**config.mk**
```make
export PLATFORM = sky130hd
export DESIGN_NAME = bpwr_seq_top
export DESIGN_NICKNAME = d
export VERILOG_FILES = /design/src/rtl/bpwr_pkg.sv /design/src/rtl/bpwr_edge_sync.sv /design/src/rtl/bpwr_tx_fsm.sv /design/src/rtl/bpwr_rx_fsm.sv /design/src/rtl/bpwr_settle.sv /design/src/rtl/bpwr_seq_top.sv
export SDC_FILE = /design/constraint.sdc
export NUM_CORES = 1
export LEC_CHECK = 0
export ABC_AREA = 1
export BUFFER_PORTS_ARGS = -buffer_cell sky130_fd_sc_hd__buf_2
export CAP_MARGIN = 0
export CORE_AREA = 4 4 102 104
export DETAILED_ROUTE_END_ITERATION = 12
export DIE_AREA = 0 0 106 108
export GPL_TIMING_DRIVEN = 1
export SETUP_SLACK_MARGIN = 0.5
export SLEW_MARGIN = 10
export SYNTH_ARGS = -nofsm -noshare
export SYNTH_HDL_FRONTEND = slang
export SYNTH_HIERARCHICAL = 1
export SYNTH_SLANG_ARGS = --single-unit
```
**constraint.sdc**
```tcl
create_clock -name clk -period 1.9 [get_ports clk]
set_input_delay 0.095 -clock clk [delete_from_list [all_inputs] [get_ports clk]]
set_output_delay 0.095 -clock clk [all_outputs]
set_load 0.005 [all_outputs]
```
**src/rtl/bpwr_pkg.sv**
```systemverilog
package bpwr_pkg;

    typedef enum logic [1:0] {
        TX_OFF   = 2'd0,
        TX_ON    = 2'd1,
        TX_FLUSH = 2'd2,
        TX_HOLD  = 2'd3
    } tx_state_e;

    typedef enum logic {
        RX_OFF = 1'b0,
        RX_ON  = 1'b1
    } rx_state_e;

    // control word bit positions
    localparam int CFG_RXFAST_BIT = 0;
    localparam int CFG_TXFAST_BIT = 1;
    localparam int CFG_RXSEL_BIT  = 2;
    localparam int CFG_DLY_LSB    = 3;

    // edge-detector channel indices
    localparam int SRC_TX = 0;
    localparam int SRC_RX = 1;

endpackage

```
**src/rtl/bpwr_edge_sync.sv**
```systemverilog
module bpwr_edge_sync #(
    parameter int N = 2
) (
    input  logic         clk,
    input  logic         rst_n,
    input  logic [N-1:0] lvl,
    output logic [N-1:0] rise,
    output logic [N-1:0] fall
);

    for (genvar g = 0; g < N; g++) begin : g_ch
        logic s1, s2, s3, r_q, f_q;

        always_ff @(posedge clk or negedge rst_n) begin
            if (!rst_n) begin
                s1  <= 1'b0;
                s2  <= 1'b0;
                s3  <= 1'b0;
                r_q <= 1'b0;
                f_q <= 1'b0;
            end else begin
                s1  <= lvl[g];
                s2  <= s1;
                s3  <= s2;
                r_q <= s2 & ~s3;
                f_q <= ~s2 & s3;
            end
        end

        assign rise[g] = r_q;
        assign fall[g] = f_q;

        a_r2_edge_excl: assert property (@(posedge clk) disable iff (!rst_n)
            !(r_q && f_q));
    end

endmodule

```
**src/rtl/bpwr_tx_fsm.sv**
```systemverilog
module bpwr_tx_fsm
    import bpwr_pkg::*;
#(
    parameter int DLY_W     = 5,
    parameter int FLUSH_LEN = 33
) (
    input  logic             clk,
    input  logic             rst_n,
    input  logic             rise,
    input  logic             fall,
    input  logic             fast,
    input  logic [DLY_W-1:0] delay,
    output logic             dac_pwr,
    output logic             amp_pwr,
    output logic             flush
);

    localparam int FL_W  = $clog2(FLUSH_LEN);
    localparam int CNT_W = (FL_W > DLY_W) ? FL_W : DLY_W;
    localparam logic [CNT_W-1:0] FLUSH_LAST = CNT_W'(FLUSH_LEN - 1);

    tx_state_e        state, nxt;
    logic [CNT_W-1:0] cnt;
    logic [DLY_W-1:0] lim;
    logic             flush_done, hold_done;

    assign flush_done = (cnt == FLUSH_LAST);
    assign hold_done  = (cnt == (CNT_W'(lim) - CNT_W'(1)));

    // next-state logic
    always_comb begin
        nxt = state;
        unique case (state)
            TX_OFF:   if (rise) nxt = TX_ON;
            TX_ON:    if (fall && fast) nxt = TX_FLUSH;
            TX_FLUSH: begin
                if (rise)            nxt = TX_ON;
                else if (flush_done) nxt = (lim == '0) ? TX_OFF : TX_HOLD;
            end
            TX_HOLD: begin
                if (rise)           nxt = TX_ON;
                else if (hold_done) nxt = TX_OFF;
            end
        endcase
    end

    // state register, window counter, latched delay
    always_ff @(posedge clk or negedge rst_n) begin
        if (!rst_n) begin
            state <= TX_OFF;
            cnt   <= '0;
            lim   <= '0;
        end else begin
            state <= nxt;
            if (state != nxt)
                cnt <= '0;
            else if (state == TX_FLUSH || state == TX_HOLD)
                cnt <= cnt + CNT_W'(1);
            if (state == TX_ON && nxt == TX_FLUSH)
                lim <= delay;
        end
    end

    // outputs
    always_comb begin
        dac_pwr = 1'b0;
        amp_pwr = 1'b0;
        flush   = 1'b0;
        unique case (state)
            TX_OFF:   ;
            TX_ON:    begin dac_pwr = 1'b1; amp_pwr = 1'b1; end
            TX_FLUSH: begin dac_pwr = 1'b1; amp_pwr = 1'b1; flush = 1'b1; end
            TX_HOLD:  begin dac_pwr = 1'b1; amp_pwr = 1'b1; end
        endcase
    end

    a_r2_power_up: assert property (@(posedge clk) disable iff (!rst_n)
        (state == TX_OFF && rise) |=> (dac_pwr && amp_pwr));

    a_r3_flush_window: assert property (@(posedge clk) disable iff (!rst_n)
        (state == TX_FLUSH) |-> (cnt < CNT_W'(FLUSH_LEN)));

    a_r5_cancel: assert property (@(posedge clk) disable iff (!rst_n)
        ((state == TX_FLUSH || state == TX_HOLD) && rise) |=> (state == TX_ON && !flush));

    a_r6_slow_hold: assert property (@(posedge clk) disable iff (!rst_n)
        (state == TX_ON && !fast) |=> dac_pwr);

endmodule

```
**src/rtl/bpwr_rx_fsm.sv**
```systemverilog
module bpwr_rx_fsm
    import bpwr_pkg::*;
(
    input  logic clk,
    input  logic rst_n,
    input  logic tx_rise,
    input  logic tx_fall,
    input  logic rx_rise,
    input  logic rx_fall,
    input  logic by_rxen,
    input  logic fast,
    output logic pwr
);

    rx_state_e state, nxt;
    logic      up, down;

    assign up   = by_rxen ? rx_rise : tx_fall;
    assign down = by_rxen ? rx_fall : tx_rise;

    always_comb begin
        nxt = state;
        unique case (state)
            RX_OFF: if (up) nxt = RX_ON;
            RX_ON:  if (down && fast) nxt = RX_OFF;
        endcase
    end

    always_ff @(posedge clk or negedge rst_n) begin
        if (!rst_n) state <= RX_OFF;
        else        state <= nxt;
    end

    always_comb begin
        unique case (state)
            RX_OFF: pwr = 1'b0;
            RX_ON:  pwr = 1'b1;
        endcase
    end

    a_r8_rxen_only: assert property (@(posedge clk) disable iff (!rst_n)
        (by_rxen && state == RX_OFF && !rx_rise) |=> !pwr);

    a_r9_slow_hold: assert property (@(posedge clk) disable iff (!rst_n)
        (state == RX_ON && !fast) |=> pwr);

endmodule

```
**src/rtl/bpwr_settle.sv**
```systemverilog
module bpwr_settle #(
    parameter int CYCLES = 25
) (
    input  logic clk,
    input  logic rst_n,
    input  logic pwr,
    output logic ready
);

    localparam int CW = $clog2(CYCLES + 1);
    localparam logic [CW-1:0] LAST = CW'(CYCLES);

    logic [CW-1:0] cnt;

    always_ff @(posedge clk or negedge rst_n) begin
        if (!rst_n)          cnt <= '0;
        else if (!pwr)       cnt <= '0;
        else if (cnt != LAST) cnt <= cnt + CW'(1);
    end

    assign ready = pwr && (cnt == LAST);

    a_r10_cnt_cap: assert property (@(posedge clk) disable iff (!rst_n)
        cnt <= LAST);

    a_r10_no_early: assert property (@(posedge clk) disable iff (!rst_n)
        $rose(ready) |-> $past(pwr));

endmodule

```
**src/rtl/bpwr_seq_top.sv**
```systemverilog
module bpwr_seq_top
    import bpwr_pkg::*;
#(
    parameter int DATA_W    = 12,
    parameter int DLY_W     = 5,
    parameter int FLUSH_LEN = 33,
    parameter int TX_SETTLE = 25,
    parameter int RX_SETTLE = 100,
    localparam int CFG_W    = DLY_W + 3
) (
    input  logic              clk,
    input  logic              rst_n,
    input  logic              tx_en,
    input  logic              rx_en,
    input  logic              cfg_we,
    input  logic [CFG_W-1:0]  cfg_wdata,
    input  logic [DATA_W-1:0] din,
    output logic              tx_dac_pwr,
    output logic              tx_amp_pwr,
    output logic              rx_pwr,
    output logic              flush_req,
    output logic [DATA_W-1:0] dout,
    output logic              tx_ready,
    output logic              rx_ready
);

    localparam logic [CFG_W-1:0]  CFG_RESET = {{DLY_W{1'b1}}, 3'b011};
    localparam logic [DATA_W-1:0] MIDSCALE  = {1'b1, {(DATA_W-1){1'b0}}};

    logic [CFG_W-1:0] cfg_q;
    logic [1:0]       rise, fall;

    always_ff @(posedge clk or negedge rst_n) begin
        if (!rst_n)      cfg_q <= CFG_RESET;
        else if (cfg_we) cfg_q <= cfg_wdata;
    end

    bpwr_edge_sync #(.N(2)) u_sync (
        .clk  (clk),
        .rst_n(rst_n),
        .lvl  ({rx_en, tx_en}),
        .rise (rise),
        .fall (fall)
    );

    bpwr_tx_fsm #(.DLY_W(DLY_W), .FLUSH_LEN(FLUSH_LEN)) u_tx (
        .clk    (clk),
        .rst_n  (rst_n),
        .rise   (rise[SRC_TX]),
        .fall   (fall[SRC_TX]),
        .fast   (cfg_q[CFG_TXFAST_BIT]),
        .delay  (cfg_q[CFG_DLY_LSB +: DLY_W]),
        .dac_pwr(tx_dac_pwr),
        .amp_pwr(tx_amp_pwr),
        .flush  (flush_req)
    );

    bpwr_rx_fsm u_rx (
        .clk    (clk),
        .rst_n  (rst_n),
        .tx_rise(rise[SRC_TX]),
        .tx_fall(fall[SRC_TX]),
        .rx_rise(rise[SRC_RX]),
        .rx_fall(fall[SRC_RX]),
        .by_rxen(cfg_q[CFG_RXSEL_BIT]),
        .fast   (cfg_q[CFG_RXFAST_BIT]),
        .pwr    (rx_pwr)
    );

    bpwr_settle #(.CYCLES(TX_SETTLE)) u_tx_settle (
        .clk  (clk),
        .rst_n(rst_n),
        .pwr  (tx_dac_pwr),
        .ready(tx_ready)
    );

    bpwr_settle #(.CYCLES(RX_SETTLE)) u_rx_settle (
        .clk  (clk),
        .rst_n(rst_n),
        .pwr  (rx_pwr),
        .ready(rx_ready)
    );

    assign dout = flush_req ? MIDSCALE : din;

    a_r11_cfg_load: assert property (@(posedge clk) disable iff (!rst_n)
        cfg_we |=> (cfg_q == $past(cfg_wdata)));

    a_r4_pair_match: assert property (@(posedge clk) disable iff (!rst_n)
        tx_dac_pwr == tx_amp_pwr);

endmodule

```
==> impl_metrics.ini, run 1 <==
[status]
status = completed

[critical_path]
r2r_slack_ns = 0.28
r2r_cells = 13
startpoint = u_tx/lim[1]
start_kind = flop
reg2reg_from = u_tx/lim[1]
r2r-end = u_tx/cnt[0]
crit_path_end_kind = flop
critical_path_class = reg -> reg
crit_required_ns = 2.08
path_max_fanout = 6
arrival_ns = 1.80

[grt]
grt_max_degree = 19
grt_usage = 0.09013
grt_overflow = 0
grt_pass1_vias = 2075
antenna_found_initial = 0
grt_pass1_wl_um = 8590

[place]
io_buffers = 42
gp_congestion = 0.8128
postPlaceCellArea_um2 = 2779
post-place-ws_ns = 0.1890
hpwl_um = 3615
placedCellCount = 484

[yosys]
yosys.area_share.simple = 0.3266
synth_compound_area_frac = 0.03344
synth.avg_cell_area_um2 = 7.722
synth_fa_ha_area_frac = 0.03601
synth_top_area_share = 0.3807
synthCells = 315
synth_top_family_by_area = simple AND/OR/NAND/NOR gates
ys_warn_count = 6
synth_xor_area_frac = 0.02521
synth_cell_types = 29
yosysTopAreaCell = dfrtp_1
ys_seq_area_frac = 0.4563
netlist_top_cells_area = dfrtp_1, nand2_1, inv_1
syn_area_um2 = 2432
synth_seq_cells = 44
syn-num-nets = 347
synthMuxAreaShare = 0

[sta]
setup_ws_ns = 0.2772
worst_pin_slew_ns = 0.3865
hold_viol = 0
clock.fmax_mhz = 616.2
period_needed_ns = 1.623
drv_slew = 0
tns_ns = 0
slew-limit-headroom = 0.7423
fin_worst_skew_ns = 0.005991
rsz0062_at_grt = true
finalSetupViolCount = 0
fin_crit_sh = 0.8541

[routing]
drc_errors = 0
vias = 2122
wl_um = 5079
wl_per_cell_um = 9.711
ant_nets = 0
vias_per_cell = 4.057
drt_iter0_drc = 123
dr.pass1.iters = 4

[power_and_ir_drop]
ir_drop_v = 0.0004599
power_density_nw_per_um2 = 1156
leakage_nw = 1.684
internal_power_mw = 2.298
p_comb_frac = 0.477
switching_share = 0.3883
p_switching_mw = 1.459
pwr-share-clk = 0.155
seq_power_share = 0.367

[worst_hold_path]
hold_start = cfg_wdata[1]
hold_depth = 3
min_to = cfg_q[1]
min_path_type = in -> reg

[clocking]
clock-sinks = 44
clk_path_buf_depth = 2
clk_pin_slew_ns = 0.08
cts_tree = done
clockRootBuffer = clkbuf_8
worstSkewPairLatency_ns = 0.28
htreeDepth = 2
tritoncts.num_buffers = 5

[floorplanning]
die_area_um2 = 11450
ios = 43
coreArea_um2 = 9549
start_util = 0.2547
placementRows = 36
die_w_um = 106
die_h_um = 108

[cells_and_area]
final_cells = 523
num-nets-final = 421
drive_above_1_share = 0.3641
diodes = 0
final_cell_area_um2 = 3251
area.growth.synth_to_final_pct = 33.64
nFillCells = 1005

[job]
maxCapViolCount = 0
-- layout by cell type (no fill, tap or decap), types with 4 or more instances in the layout --
master,netlist,routed
nand2_1,75,71
inv_1,54,47
buf_2,1,41
dfrtp_1,37,34
nor2_1,39,31
buf_4,5,26
nand3_1,28,26
nor2_2,11,15
nand2_2,8,10
inv_2,3,9
dfstp_2,7,7
nor2_4,2,6
clkbuf_8,0,6
dlygate4sd3_1,0,6
nand4_1,6,6
a21oi_1,6,6
o21ai_0,4,4
nand3_2,2,4
xor2_1,4,4
-- cells by family (layout without fill, tap and decap cells) --
group,count (synthesis),after routing
fa+ha+maj,7,7
simple gates,175,175
buf+inv,68,143
flops,44,44
compound gates,14,14
xor+xnor,7,7
-- power by group through the flow --
stage | Clock (mW) | Sequential (mW) | Combinational, mW
after detailed placement | 0 | 1.41 | 1.25
after floorplan | 0 | 1.32 | 1.03
final | 0.584 | 1.38 | 1.79
after CTS | 0.616 | 1.37 | 1.60
after global placement | 0 | 1.40 | 1.21
after global routing | 0.659 | 1.41 | 2.03
-- cells in the mapped netlist --
library cell	count
o211ai_1	1
o21ai_0	4
o21bai_1	1
buf_4	5
xor2_1	4
nand3_1	28
ha_1	7
dfstp_2	7
or2_1	1
nand4_1	6
nor2_2	11
clkbuf_1	2
a21boi_1	1
a21oi_1	6
nor3_1	2
nand2_1	75
xnor2_1	3
buf_2	1
inv_2	3
dfrtp_1	37
nand2_2	8
inv_1	54
nor2_4	2
inv_8	1
nand2_4	1
nor2_1	39
nand3_2	2
a21oi_2	1
buf_6	2
-- critical path: stages (launching register included) --
cell and delay [ns]:
dfrtp_1 0.41, inv_2 0.09, ha_4 0.20, xnor2_1 0.11, nor2_1 0.11, nand2_2 0.06, nor2_2 0.09, nand2_2 0.07
nand2_2 0.08, nand3_2 0.06, nand2_2 0.06, inv_2 0.04, nand2_4 0.10, nor2_2 0.05
-- state kept, by name (all words and copies together), names as in the netlist --
| name | flops |
|---|---|
| cfg_q | 8 |
| u_sync/g_ch.s1 | 2 |
| u_tx/state | 2 |
| u_tx/lim | 5 |
| u_sync/g_ch.s3 | 2 |
| u_rx_settle/cnt | 7 |
| u_sync/g_ch.f_q | 2 |
| u_sync/g_ch.s2 | 2 |
| u_rx/state | 1 |
| u_tx_settle/cnt | 5 |
| u_sync/g_ch.r_q | 2 |
| u_tx/cnt | 6 |
-- metal layers --
layer / share of wire / vias to the layer above / global-route usage
li1: - / 1094 / -
met1: 0.43 / 1005 / 0.1004
met2: 0.55 / 18 / 0.1694
met3: 0.013 / 5 / 0.02149
met4: 0.0081 / 0 / 0.02868
met5: 0 / - / 0
-- worst max path at each step --
stage	slack, ns	cells after the start	endpoint
global route	0.14	12	u_tx/cnt[1]
finish	0.28	13	u_tx/cnt[0]
global placement	0.23	13	u_tx/cnt[1]
detailed placement	0.19	13	u_tx/cnt[1]
floorplan	0.30	13	u_tx/cnt[1]
CTS	0.26	13	u_tx/cnt[1]
-- through the flow --
step,hold WS [ns],util,power [mW]
final,0.01325,0.3404,3.756
after global placement,0.04630,0.2910,2.616
after detailed placement,0.04636,0.2910,2.658
after global routing,0.0008558,0.3404,4.094
after CTS,0.0004643,0.3267,3.587
after floorplan,-0.2006,-,2.346
-- final cells by class --
| type | count | area, um^2 | area share |
|---|---|---|---|
| timing repair buffer | 77 | 514.2 | 0.1582 |
| clock buffer | 7 | 86.33 | 0.02656 |
| tap | 133 | 166.4 | 0.05119 |
| multi-input combinational | 203 | 1135 | 0.3491 |
| inverter | 58 | 227.7 | 0.07005 |
| clock inverter | 1 | 7.507 | 0.002309 |
| sequential | 44 | 1114 | 0.3426 |
-- what timing repair did --
action	in CTS	in global routing
endpoints found under the setup margin	23	25
gates resized for setup	18	21
cloned	1	0
buffers inserted	17	7
pin swaps	11	7
hold buffers	6	0
endpoints found under the hold margin	21	0
(Power assumes the default switching activity.)
==> inputs of run 2 (changes only) <==
- clock period: 1.9 -> 1.96 ns (I/O delays scaled with it)
==> run 2 against run 1 <==
  * Core utilization decreased by 0.55 points
  * Clock-buffer cell count decreased by 1
  * Global-route usage increased by 0.30 points
  * Combinational power decreased by 6%
  * Largest cell class is now flip-flops and latches
  * Clock skew increased by 0.00070 ns
  * Sequential power decreased by 3%
  * Highest routed layer unchanged
  * Critical path type unchanged
  * Non-clock buffer count unchanged
  * Die area unchanged
==> impl_metrics.ini, run 2 (synthesized netlist as in run 1, its figures left out) <==
[routing]
ant_nets = 0
top_layer = met4
vias_per_cell = 4.054
wl_um = 5038
vias = 2120
dr_wl_met2_um = 2725
wl_met3_um = 132
drc_errors = 0
wl_per_cell_um = 9.633
dr.pass1.iters = 4
wl_met1_um = 2129
drt_iter0_drc = 113

[floorplanning]
die_area_um2 = 11450
die_w_um = 106
coreArea_um2 = 9549
start_util = 0.2547
ios = 43
placementRows = 36
die_h_um = 108

[clocking]
clk_path_buf_depth = 2
tritoncts.num_buffers = 5
htreeDepth = 2
cts_tree = done
clock-sinks = 44
worstSkewPairLatency_ns = 0.29
clockRootBuffer = clkbuf_8
clk_pin_slew_ns = 0.08

[sta]
fin_crit_sh = 0.8563
fin_worst_skew_ns = 0.006694
tns_ns = 0
rsz0062_at_grt = true
clock.fmax_mhz = 595.8
hold_viol = 0
slew-limit-headroom = 0.6306
finalSetupViolCount = 0
worst_pin_slew_ns = 0.5541
period_needed_ns = 1.678
drv_slew = 0

[worst_hold_path]
min_path_type = in -> reg
hold_depth = 3

[cells_and_area]
area.growth.synth_to_final_pct = 31.48
diodes = 0
multi_input_area_um2 = 1102
layout_common_cells = nand2_1, inv_1, buf_2, nor2_1, dfrtp_1
nFillCells = 1010
final_common_cell = nand2_1
drive_above_1_share = 0.3487
final_cell_area_um2 = 3198
largest-register = cfg_q
largest_reg_flops = 8
top_regs = cfg_q: 8 flops, u_rx_settle/cnt: 7 flops, u_tx/cnt: 6 flops
post-route-util = 0.3349
num-nets-final = 421
regArea_um2 = 1114

[critical_path]
critPathMaxStageDelay_ns = 0.41
path_common_cell = nand2_2
critical_path_class = reg -> reg
arrival_ns = 1.85
path_max_fanout = 6
r2r_cells = 13
worstPathCellList = inv_2, ha_4, xnor2_1, nor2_1, nand2_2, nor2_2, nand2_2, nand2_2, nand3_2, nand2_2, inv_2, nand2_4, nor2_2
start_kind = flop
crit_required_ns = 2.13
cpMaxStageDelayCell = dfrtp_1
crit_path_end_kind = flop

[place]
io_buffers = 42
hpwl_um = 3484
postPlaceCellArea_um2 = 2771
gp_congestion = 0.8091

[power_and_ir_drop]
pwr-share-clk = 0.152
seq_power_share = 0.375
leakage_nw = 1.663
switching_share = 0.3969
power.total_mw = 3.564
power_density_nw_per_um2 = 1114
ir_drop_v = 0.0006063
p_switching_mw = 1.415
internal_power_mw = 2.149
p_comb_frac = 0.472

[job]
maxCapViolCount = 0

[grt]
grt_overflow = 0
grt_max_degree = 45
grt_usage = 0.09314
antenna_found_initial = 0
grt_pass1_vias = 2101
grt_pass1_wl_um = 8880

[status]
status = completed
## run 2: cell types whose count changed in the layout (fill, tap and decap cells not counted), moves of 2 or more
cell and delta:
nand2_2 +4, nor2_1 +5, nand2_1 -3, inv_2 -2, nor2_2 -4
## run 2: layout make-up
type	instances	area share
clock inverter	2	0.003912
multi-input combinational	203	0.3447
sequential	44	0.3482
inverter	58	0.07199
timing repair buffer	77	0.1565
tap	133	0.05203
clock buffer	6	0.02269
## run 2: per-stage QoR
| step | cells | worst slack, ns | hold WS [ns] |
|---|---|---|---|
| 2_1_floorplan | 315 | 0.3635 | -0.1976 |
| 3_3_place_gp | 483 | 0.2884 | 0.2061 |
| 3_5_place_dp | 483 | 0.2547 | 0.2073 |
| 4_1_cts | 511 | 0.3395 | 0.0008487 |
| 5_1_grt | 523 | 0.1645 | 0.005567 |
| 6_report | 523 | 0.2817 | 0.009392 |
## run 2: per-layer routing
metal | GRT usage | vias up
li1 | - | 1101
met2 | 0.1758 | 25
met4 | 0.02960 | 0
met5 | 0 | -
met1 | 0.1051 | 988
met3 | 0.01910 | 6
## run 2: power by group through the flow
stage	Clock [mW]	Sequential [mW]	Combinational, mW
floorplan	0	1.28	0.994
global placement	0	1.36	1.17
detailed placement	0	1.36	1.21
CTS	0.570	1.32	1.45
global route	0.613	1.38	1.92
finish	0.542	1.34	1.68
## run 2: critical path: cells and delay by family (launching register included)
family	cells	cell delay (ns)
flip-flops	1	0.41
XOR/XNOR	1	0.12
buffers and inverters	2	0.13
adder cells (fa/ha/maj)	1	0.20
AND/OR/NAND/NOR	9	0.71
## run 2: path summary, 6_finish.rpt
path                                   start                  to  slack [ns]
max in group asynchronous              rst_n  u_tx_settle/cnt[0]        1.13
hold reg to reg            u_sync/g_ch[1].s1   u_sync/g_ch[1].s2        0.35
setup / recovery                 u_tx/lim[1]         u_tx/cnt[1]        0.28
min in group asynchronous              rst_n   u_sync/g_ch[0].s2        0.41
setup reg to reg                 u_tx/lim[1]         u_tx/cnt[1]        0.28
hold / removal                  cfg_wdata[1]            cfg_q[1]       0.009
## run 2: timing repair
item | CTS | global route
gates cloned | 0 | 1
resized for setup | 12 | 19
setup buffers | 13 | 11
endpoints found under the setup margin | 22 | 23
hold endpoints to repair | 43 | 0
pin swaps | 7 | 14
hold buffers | 7 | 0
